## src/rtl/nicreg_pkg.sv

```systemverilog
package nicreg_pkg;
  localparam int DATA_W  = 8;
  localparam int ADDR_W  = 4;
  localparam int NUM_OFF = 1 << ADDR_W;
  localparam int TALLY_N = 3;
  localparam int PAGE_LO = 6;

  // fixed window offsets that the control decodes itself
  localparam logic [ADDR_W-1:0] OFF_CMD  = ADDR_W'(0);
  localparam logic [ADDR_W-1:0] OFF_BND  = ADDR_W'(3);
  localparam logic [ADDR_W-1:0] OFF_STAT = ADDR_W'(7);
  localparam logic [ADDR_W-1:0] OFF_MASK = ADDR_W'(NUM_OFF - 1);

  localparam logic [DATA_W-1:0] CMD_RESET = 8'h21;
  localparam logic [2:0]        DMA_IDLE  = 3'b100;

  typedef struct packed {
    logic              cfgWr;
    logic              pg1Wr;
    logic [ADDR_W-1:0] off;
    logic [DATA_W-1:0] data;
  } regStrobe_t;
endpackage

```

## src/rtl/nicreg_ctrl.sv

```systemverilog
module nicreg_ctrl
  import nicreg_pkg::*;
(
  input  logic              clk,
  input  logic              rstN,
  input  logic [ADDR_W-1:0] regAddr,
  input  logic              regWr,
  input  logic [DATA_W-1:0] regWrData,
  input  logic              busy,
  input  logic              evRxOk,
  input  logic              evTxOk,
  input  logic              evRxErr,
  input  logic              evTxErr,
  input  logic              evOverwrite,
  input  logic              evDmaDone,
  input  logic [TALLY_N-1:0] tallyMsb,
  output logic [DATA_W-1:0] crQ,
  output logic [DATA_W-1:0] isrQ,
  output logic [DATA_W-1:0] imrQ,
  output regStrobe_t        strobe,
  output logic              irq
);
  logic [1:0]         page;
  logic               crWr, isrWr, imrWr, startCmd;
  logic [DATA_W-1:0]  crNext;
  logic [DATA_W-2:0]  isrLo, setV, clrV;
  logic               rstStat, cntRise;
  logic [TALLY_N-1:0] tallyPrev;

  assign page     = crQ[PAGE_LO +: 2];
  assign crWr     = regWr && (regAddr == OFF_CMD);
  assign isrWr    = regWr && (page == 2'd0) && (regAddr == OFF_STAT);
  assign imrWr    = regWr && (page == 2'd0) && (regAddr == OFF_MASK);
  assign startCmd = crWr && regWrData[1] && !regWrData[0];
  assign cntRise  = |(tallyMsb & ~tallyPrev);

  // strobes towards the datapath byte store
  always_comb begin
    strobe.off   = regAddr;
    strobe.data  = regWrData;
    strobe.cfgWr = regWr && (page == 2'd0) && (regAddr != OFF_CMD) &&
                   (regAddr != OFF_STAT) && (regAddr != OFF_MASK);
    strobe.pg1Wr = regWr && (page == 2'd1) && (regAddr != OFF_CMD);
  end

  always_comb begin
    crNext = crQ;
    if (evTxOk || evTxErr) crNext[2] = 1'b0;
    if (evDmaDone)         crNext[5:3] = DMA_IDLE;
    if (crWr) begin
      crNext[7:6] = regWrData[7:6];
      crNext[1:0] = regWrData[1:0];
      if (regWrData[2])           crNext[2]   = 1'b1;
      if (regWrData[5:3] != 3'b0) crNext[5:3] = regWrData[5:3];
    end
  end

  assign setV = {evDmaDone, cntRise, evOverwrite, evTxErr, evRxErr, evTxOk, evRxOk};
  assign clrV = isrWr ? regWrData[DATA_W-2:0] : '0;

  always_ff @(posedge clk or negedge rstN) begin
    if (!rstN) begin
      crQ       <= CMD_RESET;
      isrLo     <= '0;
      rstStat   <= 1'b1;
      imrQ      <= '0;
      tallyPrev <= '0;
      irq       <= 1'b0;
    end else begin
      crQ       <= crNext;
      isrLo     <= (isrLo & ~clrV) | setV;
      tallyPrev <= tallyMsb;
      irq       <= |(isrQ & imrQ);
      if (startCmd)               rstStat <= 1'b0;
      else if (crQ[0] && !busy)   rstStat <= 1'b1;
      if (imrWr) imrQ <= {1'b0, regWrData[DATA_W-2:0]};
    end
  end

  assign isrQ = {rstStat, isrLo};
endmodule

```

## src/rtl/nicreg_dp.sv

```systemverilog
module nicreg_dp
  import nicreg_pkg::*;
(
  input  logic              clk,
  input  logic              rstN,
  input  regStrobe_t        strobe,
  input  logic [ADDR_W-1:0] regAddr,
  input  logic [DATA_W-1:0] engRdData,
  input  logic [DATA_W-1:0] crQ,
  input  logic [DATA_W-1:0] isrQ,
  input  logic [DATA_W-1:0] imrQ,
  output logic [DATA_W-1:0] rdData
);
  logic [DATA_W-1:0] cfgRegs [1:NUM_OFF-1];
  logic [DATA_W-1:0] pg1Regs [1:NUM_OFF-1];

  always_ff @(posedge clk or negedge rstN) begin
    if (!rstN) begin
      for (int i = 1; i < NUM_OFF; i++) begin
        cfgRegs[i] <= '0;
        pg1Regs[i] <= '0;
      end
    end else begin
      for (int i = 1; i < NUM_OFF; i++) begin
        if (strobe.cfgWr && strobe.off == ADDR_W'(i)) cfgRegs[i] <= strobe.data;
        if (strobe.pg1Wr && strobe.off == ADDR_W'(i)) pg1Regs[i] <= strobe.data;
      end
    end
  end

  always_comb begin
    rdData = '0;
    if (regAddr == OFF_CMD) rdData = crQ;
    else begin
      unique case (crQ[PAGE_LO +: 2])
        2'd0: begin
          if (regAddr == OFF_BND)       rdData = cfgRegs[OFF_BND];
          else if (regAddr == OFF_STAT) rdData = isrQ;
          else                          rdData = engRdData;
        end
        2'd1: rdData = pg1Regs[regAddr];
        2'd2: begin
          case (regAddr)
            4'd1, 4'd2, 4'd4, 4'd12, 4'd13, 4'd14: rdData = cfgRegs[regAddr];
            OFF_MASK: rdData = imrQ;
            default:  rdData = '0;
          endcase
        end
        default: rdData = '0;
      endcase
    end
  end
endmodule

```

## src/rtl/nic_page_regs.sv

```systemverilog
module nic_page_regs
  import nicreg_pkg::*;
(
  input  logic               clk,
  input  logic               rstN,
  input  logic [ADDR_W-1:0]  regAddr,
  input  logic               regWr,
  input  logic [DATA_W-1:0]  regWrData,
  output logic [DATA_W-1:0]  rdData,
  input  logic [DATA_W-1:0]  engRdData,
  input  logic               busy,
  input  logic               evRxOk,
  input  logic               evTxOk,
  input  logic               evRxErr,
  input  logic               evTxErr,
  input  logic               evOverwrite,
  input  logic               evDmaDone,
  input  logic [TALLY_N-1:0] tallyMsb,
  output logic               irq,
  output logic               online,
  output logic               txReq,
  output logic [2:0]         dmaCmd
);
  logic [DATA_W-1:0] crQ, isrQ, imrQ;
  regStrobe_t        strobe;

  nicreg_ctrl u_ctrl (
    .clk, .rstN, .regAddr, .regWr, .regWrData, .busy,
    .evRxOk, .evTxOk, .evRxErr, .evTxErr, .evOverwrite, .evDmaDone,
    .tallyMsb, .crQ, .isrQ, .imrQ, .strobe, .irq
  );

  nicreg_dp u_dp (
    .clk, .rstN, .strobe, .regAddr, .engRdData, .crQ, .isrQ, .imrQ, .rdData
  );

  assign online = crQ[1] & ~crQ[0];
  assign txReq  = crQ[2];
  assign dmaCmd = crQ[5:3];
endmodule

```

## config.mk

```make
export PLATFORM = sky130hd
export DESIGN_NAME = nic_page_regs
export DESIGN_NICKNAME = d
export VERILOG_FILES = /design/src/rtl/nicreg_pkg.sv /design/src/rtl/nicreg_ctrl.sv /design/src/rtl/nicreg_dp.sv /design/src/rtl/nic_page_regs.sv
export SDC_FILE = /design/constraint.sdc
export NUM_CORES = 1
export LEC_CHECK = 0
export BUFFER_PORTS_ARGS = -buffer_cell sky130_fd_sc_hd__buf_2
export CORE_ASPECT_RATIO = 0.75
export CORE_MARGIN = 2
export CORE_UTILIZATION = 60
export DETAILED_ROUTE_END_ITERATION = 10
export GPL_ROUTABILITY_DRIVEN = 0
export HOLD_SLACK_MARGIN = 0.15
export PLACE_DENSITY = 0.87
export RECOVER_POWER = 25
export SYNTH_ARGS = -nofsm -noshare
export SYNTH_HDL_FRONTEND = slang
export SYNTH_SLANG_ARGS = --single-unit
```

## constraint.sdc

```tcl
create_clock -name clk -period 4.25 [get_ports clk]
set_input_delay 0.425 -clock clk [delete_from_list [all_inputs] [get_ports clk]]
set_output_delay 0.425 -clock clk [all_outputs]
set_load 0.005 [all_outputs]
```

# After elaboration in Yosys (flattened, before gate mapping)

Cells that the tools add are included.

Input bits: 33
Register bits after elaboration: 267
Output and inout port bits: 14
Logic and storage cells: 138

Equal/unequal tests: 19
$lt $le $gt $ge: 1
Muxes and demuxes: 19
Reductions and logical operators: 53
Bitwise operators: 9

Operator list:

| operator             | count |
|---|---|
| $bmux W8 S4          | 2 |
| $mux W8              | 7 |
| $logic_and A1 B1 Y1  | 42 |
| $eq A4 B4 Y1 const B | 8 |
| $pmux W8 S3          | 1 |
| $eq A4 B3 Y1 const B | 4 |
| $pmux W8 S2          | 1 |
| $and A8 B7 Y8        | 1 |
| $eq A4 B2 Y1 const B | 2 |
| $reduce_or A8 Y1     | 1 |
| $and A7 B7 Y7        | 1 |
| $mux W7              | 1 |
| $not A7 Y7           | 1 |
| $or A7 B7 Y7         | 1 |
| $mux W3              | 2 |
| $mux W6              | 1 |
| $reduce_or A6 Y1     | 1 |
| $ge A5 B5 Y1 const B | 1 |
| $not A4 Y5           | 1 |
| $eq A4 B1 Y1 const B | 1 |
| $logic_not A4 Y1     | 1 |
| $mux W1              | 4 |
| $ne A4 B3 Y1 const B | 1 |
| $ne A4 B4 Y1 const B | 1 |
| 13 further kinds     | 14 |

# Logic depth before layout (Yosys ltp)

Depth in word-level cells: 7
Mapped depth: 9
Gate-level depth less buffers: 5

# Hierarchy

From an unflattened synthesis, not the netlist that was laid out.

Cells, all modules: 852
Area, all modules: 11364.6 um^2

Modules (own cells, without submodules):

| module        | area each (um^2) | times used | seq. area each (um^2) | cells each |
|---|---|---|---|---|
| nicreg_dp     | 10102.2          | 1          | 5205.0                | 743 |
| nicreg_ctrl   | 1248.7           | 1          | 679.4                 | 108 |
| nic_page_regs | 13.8             | 1          | 0.0                   | 1 |

# Worst setup path before layout

OpenSTA, ideal clock, no wires.

Path type: input -> output
Start: input regAddr[0]
End: output rdData[6]
Cell stages on the path: 5
Arrival time: 1755 ps
Required time: 3825 ps
Path buffers: 2
Setup slack: 2070 ps
Cells stage by stage: buf_6 > buf_2 > mux4_2 > a221oi_1 > a41oi_1

Word-level cells in the longest chain between the ends: 7
Elaborated cells on any way between the ends: 23
Those cells by class: 9 x eq/ne; 11 x mux; 1 x bitwise; 2 x reduce/logical

RTL lines:

| what                                        | RTL line                         | source |
|---|---|---|
| start: declaration                          | nic_page_regs.sv:6               | `input logic [ADDR_W-1:0] regAddr,` |
| $not A4 Y5 (not written as such)            | nicreg_dp.sv:41, nicreg_dp.sv:44 |  |
| $bmux W8 S4                                 | nicreg_dp.sv:44                  | `4'd1, 4'd2, 4'd4, 4'd12, 4'd13, 4'd14: rdData = cfgRegs[regAddr];` |
| $mux W8 (not written as such) (2 in series) | nicreg_dp.sv:44                  |  |
| $pmux W8 S2                                 | nicreg_dp.sv:43                  | `case (regAddr)` |
| $pmux W8 S3                                 | nicreg_dp.sv:35                  | `unique case (crQ[PAGE_LO +: 2])` |
| $mux W8 (*)                                 | nicreg_dp.sv:33                  | `if (regAddr == OFF_CMD) rdData = crQ;` |
| end: declaration                            | nic_page_regs.sv:9               | `output logic [DATA_W-1:0] rdData,` |

Mark *: on every way between the ends. The rest lies on a longest branch, timed or not. The select of a mux whose other input is x is not followed.

# Worst setup path after layout

Start: input regAddr[1]
End: output rdData[5]

Same word-level chain as after synthesis.

==> results_dict.tcl <==
set metrics [dict create \
    grt_pass1_vias 8034 \
    clk_pin_slew_ns 0.06 \
    period_share_pct 77.5 \
    cts_root_buf "clkbuf_16" \
    cts_setup_buffers 0 \
    crit_required_ns 3.83 \
    dp_slack_ns 1.03 \
    finalSetupTns_ns 0 \
    die-width_um 171 \
    synthTopCellsByArea "dfrtp_1 53%, mux2_2 21%, mux4_2 8.1%" \
    syn_area_per_cell_um2 13.7 \
    stdcell_area_mm2 0.0137 \
    cts_max_level 1 \
    setup_violations 0 \
    tightest_slew_ns 2.19 \
    routed-via-count 7911 \
    synth_cell_type_count 52 \
    ys.flop_type "dfrtp_1" \
    diodes 0 \
    core_area_mm2 0.0204 \
    layout_commonest_cell "dfrtp_1" \
    drt_first_iter_violations 937 \
    worstSetupEndpointType "primary output" \
    maxCapViolCount 1 \
    crit_arrival_ns 2.87 \
    path_buf_inv 4 \
    postCtsResizedCells 0 \
    fmax_ghz 0.304 \
    finalClockSkew_ns 0.00764 \
    initial_core_util_pct 61.5 \
    synth_top_family_by_area "multiplexers" \
    grt_util_all_layers_pct 28.8 \
    synth_adder_area_share_pct 0 \
    rsz0062_at_grt "no" \
    ys_ff_latch 267 \
    slew_headroom_pct -45.7 \
    fp.dieH_um 129 \
    path_class "primary input to primary output" \
    path_common_cell "buf_4" \
    io_buffers 46 \
    slowest_delay_ns 0.58 \
    cellPowerDensity_mw_per_mm2 480 \
    cts_tree "done" \
    yosysTopAreaCell "dfrtp_1" \
    ir_drop_v 0.000271 \
    syn_to_final_growth_pct 8.90 \
    routedWlPerCell_um 24.5 \
    dieArea_mm2 0.0221 \
    ant_nets 0 \
    utilization_pct 67.0 \
    timing.final.ws_setup_ns 0.956 \
    overflow 0 \
    place_hpwl_mm 19.8 \
    drive_above_1_share_pct 41.7 \
    netlist_area_mm2 0.0125 \
    violations "max-capacitance violations, max-slew violations" \
    nNetsFinal 962 \
    fin_cells 1229 \
    detail_route.vias_per_cell 6.44 \
    seq_area_frac_synth_pct 53.3 \
    path_delay_family "buffers and inverters" \
    async_flop_share_pct 100 \
    yosysTopAreaCellShare_pct 52.7 \
    numCtsBuffers 25 \
    synth-edff-count 0 \
    synth-warning-count 0 \
    grt_pass1_wl_mm 48.0 \
    clkSinkCount 267 \
    drt_wl_total_mm 30.2 \
    crit_fanout 43 \
    dpl_cell_area_mm2 0.0128 \
    layout_common_cells "264 x dfrtp_1, 234 x mux2_2, 62 x nand2_1" \
    cp_slowest_cell "nor3_1" \
    status "finished with violations" \
    syn_nets 950 \
    num_io_pins 47 \
    firstDrtPassIters 5 \
    slew_violations 87 \
    synth_compound_area_share_pct 6.03 \
    yosys.area_share.simple_pct 6.16 \
    critPathLaunchType "primary input" \
    antenna_found_initial 1 \
    synth_cells 917 \
    placed_cells 1175 \
    hold_violations 0 \
    p_leak_nw 6.07 \
    clock_latency_ns 0.53 \
    period_needed_ns 3.29 \
    hold_class "primary input to flip-flop" \
    yosys.area_share.xor_xnor_pct 0 \
    rows 45 \
    cp_cell_sequence "buf_4 > buf_4 > nor3_1 > buf_4 > nor3_1 > a22oi_1 > o211ai_1 > buf_2" \
    clockBufferDepth 3 \
    drc 0 \
    synthMuxAreaShare_pct 30.7 \
    grt_start_max_net_pins 99 \
]
routing by layer:
metal  track usage (%)  vias to the layer above  share of wire, %
li1                  -                     3372                 -
met3              5.93                       52               9.3
met4              6.08                        0               2.0
met2              42.0                      387                44
met5                 0                        -                 0
met1              45.4                     4100                45
where the power goes:
part	switching [mW]	internal [mW]	total, mW
clock	0.936	1.19	2.13
combinational	0.515	0.622	1.14
sequential	0.282	3.01	3.29
total	1.73	4.82	6.56
cells in the mapped netlist (3+ instances only):
cell type / instances
buf_6: 7
o22ai_1: 6
a22oi_1: 14
o21ai_0: 37
inv_1: 7
o221ai_1: 3
nand2b_1: 12
dfrtp_1: 264
mux2_2: 234
clkbuf_1: 45
a21oi_1: 8
nand2_1: 62
nor2_2: 12
nor3_1: 4
mux2i_1: 18
a31oi_1: 3
mux4_2: 45
buf_2: 17
nor2_1: 23
nand3_1: 9
buf_4: 15
a221o_1: 3
a221oi_1: 7
a21o_1: 6
dfstp_2: 3
o31ai_1: 3
o2bb2ai_1: 5
o211ai_1: 6
nor2b_1: 7
a22o_1: 3
through the flow:
step                total power [mW]  hold WS (ns)
floorplan                       4.05         0.129
global placement                4.36         0.360
detailed placement              4.44         0.363
CTS                             6.57         0.173
global route                    6.84         0.176
finish                          6.56         0.189
final timing paths:
check                                       startpoint                       endpoint  slack, ns  cells past startpoint
hold / removal                               evDmaDone      u_ctrl.isrLo[6]$_DFF_PN0_       0.19                      2
setup reg to reg             u_ctrl.crQ[6]$_DFFE_PN0P_  u_dp.pg1Regs[102]$_DFFE_PN0P_       1.84                      4
setup / recovery                            regAddr[1]                      rdData[5]       0.96                      8
hold reg to reg            u_dp.cfgRegs[7]$_DFFE_PN0P_    u_dp.cfgRegs[7]$_DFFE_PN0P_       0.37                      0
max in group asynchronous                         rstN   u_dp.cfgRegs[33]$_DFFE_PN0P_       1.57                      3
min in group asynchronous                         rstN   u_dp.pg1Regs[61]$_DFFE_PN0P_       1.07                      2
cell type report:
type                    count  area [um2]
fillers                  1471        6730
flip-flops and latches    267        6690
multi-input cells         559        5380
clock buffers              41         746
repair buffers             69         437
well taps                 282         353
clock inverters             4        26.3
inverters                   7        26.3
flip-flops by register name, summed over array words and instances, names as in the netlist:
signal,count
u_dp.cfgRegs,120
u_ctrl.rstStat,1
u_ctrl.imrQ,7
u_ctrl.tallyPrev,3
u_ctrl.crQ,8
u_ctrl.isrLo,7
u_dp.pg1Regs,120
u_ctrl.irq,1
worst reg2reg max path, cell delays in order, from the launching register on:
cell and delay [ns]:
dfrtp_1 0.61, nor2b_1 0.22, and2_2 0.23, nor2b_1 0.80
mux2_2 0.43
logic make-up after synthesis:
| group | count (synthesis) |
|---|---|
| DFF | 267 |
| and+or+nand+nor | 148 |
| muxes | 299 |
| buffers and inverters | 91 |
| AOI/OAI and AO/OA | 112 |
repair_timing:
action                                  in CTS  in global routing
endpoints found under the hold margin       91                  0
hold buffers                                 9                  0
endpoints found under the setup margin       0                  0
No activity file was read; power rests on OpenSTA's default activity.
